==> src/rtl/uart_rx_pkg.sv <==
package uart_rx_pkg;
  typedef enum logic [2:0] {
    ST_IDLE,
    ST_START,
    ST_DATA,
    ST_PAR,
    ST_STOP
  } rx_state_e;
endpackage

==> src/rtl/uart_rx_sync.sv <==
module uart_rx_sync #(
  parameter int STAGES = 2
) (
  input  logic clk_i,
  input  logic rst_ni,
  input  logic d_i,
  output logic q_o
);
  logic [STAGES-1:0] ff_q;

  // reset to idle-high so no false start after reset
  always_ff @(posedge clk_i or negedge rst_ni) begin
    if (!rst_ni) ff_q <= '1;
    else         ff_q <= {ff_q[STAGES-2:0], d_i};
  end

  assign q_o = ff_q[STAGES-1];
endmodule

==> src/rtl/uart_rx_frame.sv <==
module uart_rx_frame
  import uart_rx_pkg::*;
#(
  parameter int DATA_W = 8,
  parameter int OVS    = 16
) (
  input  logic              clk_i,
  input  logic              rst_ni,
  input  logic              tick_i,
  input  logic              line_i,
  input  logic [1:0]        wlen_i,
  input  logic              par_en_i,
  input  logic              par_even_i,
  output logic              load_o,
  output logic [DATA_W-1:0] data_o,
  output logic              pe_o,
  output logic              fe_o
);
  localparam int CNT_W    = $clog2(OVS);
  localparam int BIT_W    = $clog2(DATA_W);
  localparam int MIN_BITS = DATA_W - 3;
  localparam logic [CNT_W-1:0] MID  = CNT_W'(OVS/2 - 1);
  localparam logic [CNT_W-1:0] LAST = CNT_W'(OVS - 1);

  rx_state_e          state_q;
  logic [CNT_W-1:0]   cnt_q;
  logic [BIT_W-1:0]   bidx_q;
  logic [DATA_W-1:0]  sh_q;
  logic               acc_q, pe_q, armed_q;
  logic [BIT_W-1:0]   last_bit;
  logic               par_x;

  assign last_bit = BIT_W'(MIN_BITS - 1) + BIT_W'(wlen_i);
  assign par_x    = acc_q ^ line_i;

  always_ff @(posedge clk_i or negedge rst_ni) begin
    if (!rst_ni) begin
      state_q <= ST_IDLE;
      cnt_q   <= '0;
      bidx_q  <= '0;
      sh_q    <= '0;
      acc_q   <= 1'b0;
      pe_q    <= 1'b0;
      armed_q <= 1'b0;
    end else if (tick_i) begin
      case (state_q)
        ST_IDLE: begin
          if (armed_q && !line_i) begin
            state_q <= ST_START;
            cnt_q   <= '0;
          end
          if (line_i) armed_q <= 1'b1;
        end
        ST_START: begin
          if (cnt_q == MID) begin
            cnt_q <= '0;
            if (!line_i) begin
              state_q <= ST_DATA;
              bidx_q  <= '0;
              sh_q    <= '0;
              acc_q   <= 1'b0;
              pe_q    <= 1'b0;
            end else begin
              state_q <= ST_IDLE;
            end
          end else cnt_q <= cnt_q + 1'b1;
        end
        ST_DATA: begin
          if (cnt_q == LAST) begin
            cnt_q        <= '0;
            sh_q[bidx_q] <= line_i;
            acc_q        <= acc_q ^ line_i;
            if (bidx_q == last_bit) state_q <= par_en_i ? ST_PAR : ST_STOP;
            else                    bidx_q  <= bidx_q + 1'b1;
          end else cnt_q <= cnt_q + 1'b1;
        end
        ST_PAR: begin
          if (cnt_q == LAST) begin
            cnt_q   <= '0;
            pe_q    <= par_even_i ? par_x : ~par_x;
            state_q <= ST_STOP;
          end else cnt_q <= cnt_q + 1'b1;
        end
        ST_STOP: begin
          if (cnt_q == LAST) begin
            cnt_q   <= '0;
            armed_q <= line_i; // a low stop must see high before hunting
            state_q <= ST_IDLE;
          end else cnt_q <= cnt_q + 1'b1;
        end
        default: state_q <= ST_IDLE;
      endcase
    end
  end

  assign load_o = tick_i && (state_q == ST_STOP) && (cnt_q == LAST);
  assign data_o = sh_q;
  assign pe_o   = pe_q;
  assign fe_o   = ~line_i;

  p_start_reject_r1: assert property (@(posedge clk_i) disable iff (!rst_ni)
    (state_q == ST_START && tick_i && cnt_q == MID && line_i) |=> state_q == ST_IDLE);
  p_start_accept_r1: assert property (@(posedge clk_i) disable iff (!rst_ni)
    (state_q == ST_START && tick_i && cnt_q == MID && !line_i) |=> state_q == ST_DATA);
  p_zero_fill_r5: assert property (@(posedge clk_i) disable iff (!rst_ni)
    load_o |-> ((data_o >> (MIN_BITS + int'(wlen_i))) == '0));
  p_no_parity_r3: assert property (@(posedge clk_i) disable iff (!rst_ni)
    (load_o && !par_en_i) |-> !pe_o);
  p_hunt_after_low_stop_r11: assert property (@(posedge clk_i) disable iff (!rst_ni)
    (load_o && !line_i) |=> (state_q == ST_IDLE && !armed_q));
endmodule

==> src/rtl/uart_rx_hold.sv <==
module uart_rx_hold #(
  parameter int DATA_W = 8
) (
  input  logic              clk_i,
  input  logic              rst_ni,
  input  logic              tick_i,
  input  logic              load_i,
  input  logic [DATA_W-1:0] data_i,
  input  logic              pe_i,
  input  logic              fe_i,
  input  logic              dar_ni,
  output logic [DATA_W-1:0] rdata_o,
  output logic              da_o,
  output logic              oe_o,
  output logic              pe_o,
  output logic              fe_o
);
  logic              da_q, oe_q, pe_q, fe_q, pend_q, pe_n_q, fe_n_q;
  logic [DATA_W-1:0] rdata_q;
  logic              publish;

  assign publish = tick_i && pend_q;

  always_ff @(posedge clk_i or negedge rst_ni) begin
    if (!rst_ni) begin
      rdata_q <= '0;
      da_q    <= 1'b0;
      oe_q    <= 1'b0;
      pe_q    <= 1'b0;
      fe_q    <= 1'b0;
      pend_q  <= 1'b0;
      pe_n_q  <= 1'b0;
      fe_n_q  <= 1'b0;
    end else begin
      if (load_i) begin
        rdata_q <= data_i;
        oe_q    <= da_q;
        pe_n_q  <= pe_i;
        fe_n_q  <= fe_i;
        pend_q  <= 1'b1;
      end else if (publish) begin
        da_q   <= 1'b1;
        pe_q   <= pe_n_q;
        fe_q   <= fe_n_q;
        pend_q <= 1'b0;
      end
      if (!dar_ni && !publish) da_q <= 1'b0;
    end
  end

  assign rdata_o = rdata_q;
  assign da_o    = da_q;
  assign oe_o    = oe_q;
  assign pe_o    = pe_q;
  assign fe_o    = fe_q;

  p_publish_r7: assert property (@(posedge clk_i) disable iff (!rst_ni)
    (tick_i && pend_q && !load_i) |=> (da_q && !pend_q));
  p_dar_clear_r8: assert property (@(posedge clk_i) disable iff (!rst_ni)
    (!dar_ni && !(tick_i && pend_q)) |=> !da_q);
  p_overrun_r6: assert property (@(posedge clk_i) disable iff (!rst_ni)
    load_i |=> (oe_q == $past(da_q)));
  p_load_data_r5: assert property (@(posedge clk_i) disable iff (!rst_ni)
    load_i |=> (rdata_q == $past(data_i)));
endmodule

==> src/rtl/uart_rx_top.sv <==
module uart_rx_top #(
  parameter int DATA_W      = 8,
  parameter int OVS         = 16,
  parameter int SYNC_STAGES = 2
) (
  input  logic              clk_i,
  input  logic              rst_ni,
  input  logic              tick_i,
  input  logic              rxd_i,
  input  logic [1:0]        wlen_i,
  input  logic              par_en_i,
  input  logic              par_even_i,
  input  logic              dar_ni,
  input  logic              stat_off_i,
  input  logic              data_off_i,
  output logic [DATA_W-1:0] rdata_o,
  output logic              da_o,
  output logic              oe_o,
  output logic              pe_o,
  output logic              fe_o
);
  logic              line;
  logic              load;
  logic [DATA_W-1:0] fr_data, hr_data;
  logic              fr_pe, fr_fe, hr_da, hr_oe, hr_pe, hr_fe;

  uart_rx_sync #(.STAGES(SYNC_STAGES)) i_sync (
    .clk_i (clk_i),
    .rst_ni(rst_ni),
    .d_i   (rxd_i),
    .q_o   (line)
  );

  uart_rx_frame #(.DATA_W(DATA_W), .OVS(OVS)) i_frame (
    .clk_i     (clk_i),
    .rst_ni    (rst_ni),
    .tick_i    (tick_i),
    .line_i    (line),
    .wlen_i    (wlen_i),
    .par_en_i  (par_en_i),
    .par_even_i(par_even_i),
    .load_o    (load),
    .data_o    (fr_data),
    .pe_o      (fr_pe),
    .fe_o      (fr_fe)
  );

  uart_rx_hold #(.DATA_W(DATA_W)) i_hold (
    .clk_i  (clk_i),
    .rst_ni (rst_ni),
    .tick_i (tick_i),
    .load_i (load),
    .data_i (fr_data),
    .pe_i   (fr_pe),
    .fe_i   (fr_fe),
    .dar_ni (dar_ni),
    .rdata_o(hr_data),
    .da_o   (hr_da),
    .oe_o   (hr_oe),
    .pe_o   (hr_pe),
    .fe_o   (hr_fe)
  );

  // disabled outputs read as zero
  assign rdata_o = data_off_i ? '0 : hr_data;
  assign da_o    = hr_da & ~stat_off_i;
  assign oe_o    = hr_oe & ~stat_off_i;
  assign pe_o    = hr_pe & ~stat_off_i;
  assign fe_o    = hr_fe & ~stat_off_i;

  p_stat_gate_r9: assert property (@(posedge clk_i) disable iff (!rst_ni)
    stat_off_i |-> (da_o == 1'b0 && oe_o == 1'b0 && pe_o == 1'b0 && fe_o == 1'b0));
endmodule

==> config.mk <==
export PLATFORM = sky130hd
export DESIGN_NAME = uart_rx_top
export DESIGN_NICKNAME = d
export VERILOG_FILES = /design/src/rtl/uart_rx_pkg.sv /design/src/rtl/uart_rx_sync.sv /design/src/rtl/uart_rx_frame.sv /design/src/rtl/uart_rx_hold.sv /design/src/rtl/uart_rx_top.sv
export SDC_FILE = /design/constraint.sdc
export NUM_CORES = 1
export LEC_CHECK = 0
export BUFFER_PORTS_ARGS = -buffer_cell sky130_fd_sc_hd__buf_2
export CORE_UTILIZATION = 45
export CTS_CLUSTER_DIAMETER = 150
export DETAILED_ROUTE_END_ITERATION = 16
export SYNTH_ARGS = -nofsm -noshare
export SYNTH_HDL_FRONTEND = slang
export SYNTH_SLANG_ARGS = --single-unit
==> constraint.sdc <==
create_clock -name clk_i -period 2.8 [get_ports clk_i]
set_clock_uncertainty 0.05 [all_clocks]
set_input_delay 0.14 -clock clk_i [delete_from_list [all_inputs] [get_ports clk_i]]
set_output_delay 0.14 -clock clk_i [all_outputs]
set_load 0.01 [all_outputs]
==> flow_summary.ini <==
[drt]
met2_length_um = 1871
drt_iter0_drc = 55
vias = 1580
met1Wirelength_um = 1811
top_layer = met4
wl_per_cell_um = 13.67
wl_um = 3870
dr.pass1.iters = 4
vias_per_cell = 5.583
wl_met3_um = 138
antenna_left = 0
post-route-drc-count = 0

[power]
vdd_drop_max_uv = 307.6
total_power_mw = 1.515
power_per_cell_area_nw_per_um2 = 662.0
leakagePower_nw = 1.126

[logic_synthesis]
synth_top_family_by_area = simple AND/OR/NAND/NOR gates
synth.top_cell.area_share_pct = 43.45
syn-num-nets = 225
synthSimpleGateAreaFrac_pct = 22.27
ys_seq_elements = 38
synthMostInstantiatedCell = dfrtp_1
synthXorXnorAreaFrac_pct = 2.957
synth-seq-area-share_pct = 45.99
muxShareOfSynthArea_pct = 8.630
async_reset_ff_share_pct = 100.0
synth_fa_ha_area_share_pct = 1.207
synthTopCellsByCount = dfrtp_1 (36), nand2_1 (32), mux2_2 (15), nor2b_1 (15), o21ai_0 (12)
syn_area_per_cell_sq_um = 9.779
syn_area_sq_um = 2073
synth_compound_area_share_pct = 14.42
yosys.area.top_type = dfrtp_1
synth_cell_type_count = 50
synth_cells = 212
yosysWarnings = 0
synth_edf_count = 0
synthFlopType = dfrtp_1
synthTopCellsByArea = dfrtp_1 (43%), mux2_2 (8.1%), nand2_1 (5.8%)

[cells_and_area]
nFillCells = 414
drive_gt1_share_pct = 24.24
area_growth_syn_to_layout_pct = 10.38
fin_util_pct = 52.20
fin_cells = 283
stdcell_area_sq_um = 2288
nets = 243
antenna_cells = 0

[floorplan]
die_y_um = 69.88
rows = 24
die_w_um = 69.88
core_area_sq_um = 4384
dieArea_sq_um = 4883
start_util_pct = 47.29
pin_count = 23

[worst_setup_path]
r2r_start = i_frame.state_q[1]
endpoint_kind = flip-flop
required_ps = 2920
critPathMaxStageDelay_ps = 550
crit_fanout = 15
startpoint = i_frame.state_q[1]
startpoint_type = flip-flop
crit_chain = nor2_2, nand4_2, and3_1, mux2_2
crit_slowest_cell = dfrtp_1
critical_path_class = flip-flop to flip-flop
critical_path_arrival_ps = 2360

[cts]
insertion_delay_ps = 280
hold_buffers = 2
cts-resized-gates = 0
cts_buffer_depth = 2
clkSinkCount = 38
postCtsSetupBuffers = 0
cts_made_buffers = 5
cts_tree = done
cts-root-buf = clkbuf_8
htree_num_levels = 2
clkTransAtPathRegs_ps = 70

[timing]
fin_setup_tns_ps = 0
rsz0062_at_grt = false
finalSetupViolations = 0
hold_viol_final = 0
whs_ps = 32.85
slew-limit-headroom_pct = 44.16
finalCritPeriodShare_pct = 80.15
slew_viol_final = 0
worstMarginPinSlew_ps = 837.5
setup_slack_ps = 555.7
fin_crit_ps = 2244
fmax_mhz = 445.6

[place]
dp.cells = 273
placed_cell_area_sq_um = 2173
place.gp.congestion = 0.7375
portBuffers = 22
hpwl_um = 2760
pre_cts_ws_ps = 536.2

[grt]
grt_pass1_vias = 1523
grt_max_degree = 39
grtUsageTotal_pct = 17.52
grt_first_pass_wirelength_um = 6837
antenna_found_initial = 0
grt-ovfl-total = 0

[run_status]
outcome = completed

[hold_path]
worstHoldPathType = primary input to flip-flop
hold_start = dar_ni

[flow_run]
max-cap-violations = 0
-- metal layers --
layer,up-vias,GRT usage [%]
met5,-,0
met4,0,6.444
met3,6,4.906
met2,35,29.17
met1,763,21.68
li1,776,-
-- layout make-up --
type / count / area (sq um) / area share [%]
clock buffer: 6 / 82.58 / 3.609
clock inverter: 2 / 12.51 / 0.5467
inverter: 5 / 18.77 / 0.8201
multi-input combinational: 156 / 1026 / 44.83
sequential: 38 / 953.4 / 41.66
tap: 52 / 65.06 / 2.843
timing repair buffer: 24 / 130.1 / 5.686
-- sequential cells by signal, summed over array words and instances, names as in the netlist --
signal and flops:
i_frame.acc_q 1, i_frame.armed_q 1, i_frame.bidx_q 3, i_frame.cnt_q 4, i_frame.data_o 8, i_frame.pe_o 1, i_frame.state_q 3, i_hold.da_o 1
i_hold.fe_n_q 1, i_hold.fe_o 1, i_hold.oe_o 1, i_hold.pe_n_q 1, i_hold.pe_o 1, i_hold.pend_q 1, i_hold.rdata_o 8, i_sync.ff_q 2
-- kinds of logic after synthesis --
group,after synthesis
simple gates,86
compound gates,45
xor+xnor,7
mux,16
buf+inv,18
fa+ha+maj,2
flops,38
-- report_power, final --
group	switching [mW]	internal [mW]	leakage [nW]
sequential	0.134	0.613	0.503
combinational	0.200	0.181	0.575
clock	0.189	0.198	0.0472
-- final timing paths --
| path | end | slack (ps) | cells after the start |
|---|---|---|---|
| worst max-delay path | i_hold.pe_o | 560 | 4 |
| worst min-delay path | i_hold.da_o | 30 | 3 |
| worst max register to register | i_hold.pe_o | 560 | 4 |
| worst min register to register | i_sync.ff_q[1] | 310 | 0 |
| max in group asynchronous | i_frame.data_o[5] | 1730 | 2 |
| min in group asynchronous | i_hold.fe_n_q | 440 | 2 |
-- critical path, delay by kind of cell, from the launching register on --
family,cells,cell delay (ps)
AND/OR/NAND/NOR,3,1240
flip-flops,1,550
multiplexers,1,270
-- layout by cell type (no fill, tap or decap), types with 2 or more instances in the layout --
| master | Yosys | layout |
|---|---|---|
| dfrtp_1 | 36 | 36 |
| a21o_1 | 2 | 2 |
| a211o_1 | 2 | 2 |
| nand3_1 | 9 | 9 |
| xnor2_1 | 6 | 6 |
| ha_1 | 2 | 2 |
| nor2_1 | 9 | 9 |
| a21oi_1 | 10 | 10 |
| inv_1 | 5 | 5 |
| and3_1 | 4 | 4 |
| nor3_1 | 2 | 2 |
| dfstp_2 | 2 | 2 |
| nor2b_1 | 15 | 15 |
| a22oi_1 | 3 | 3 |
| o21ai_0 | 12 | 12 |
| nand2_1 | 32 | 32 |
| clkbuf_8 | 0 | 6 |
| buf_2 | 6 | 22 |
| a31oi_1 | 2 | 2 |
| mux2_2 | 15 | 15 |
| dlygate4sd3_1 | 0 | 2 |
| o211ai_1 | 4 | 4 |
Note: power is estimated with default switching activity, not from simulation.
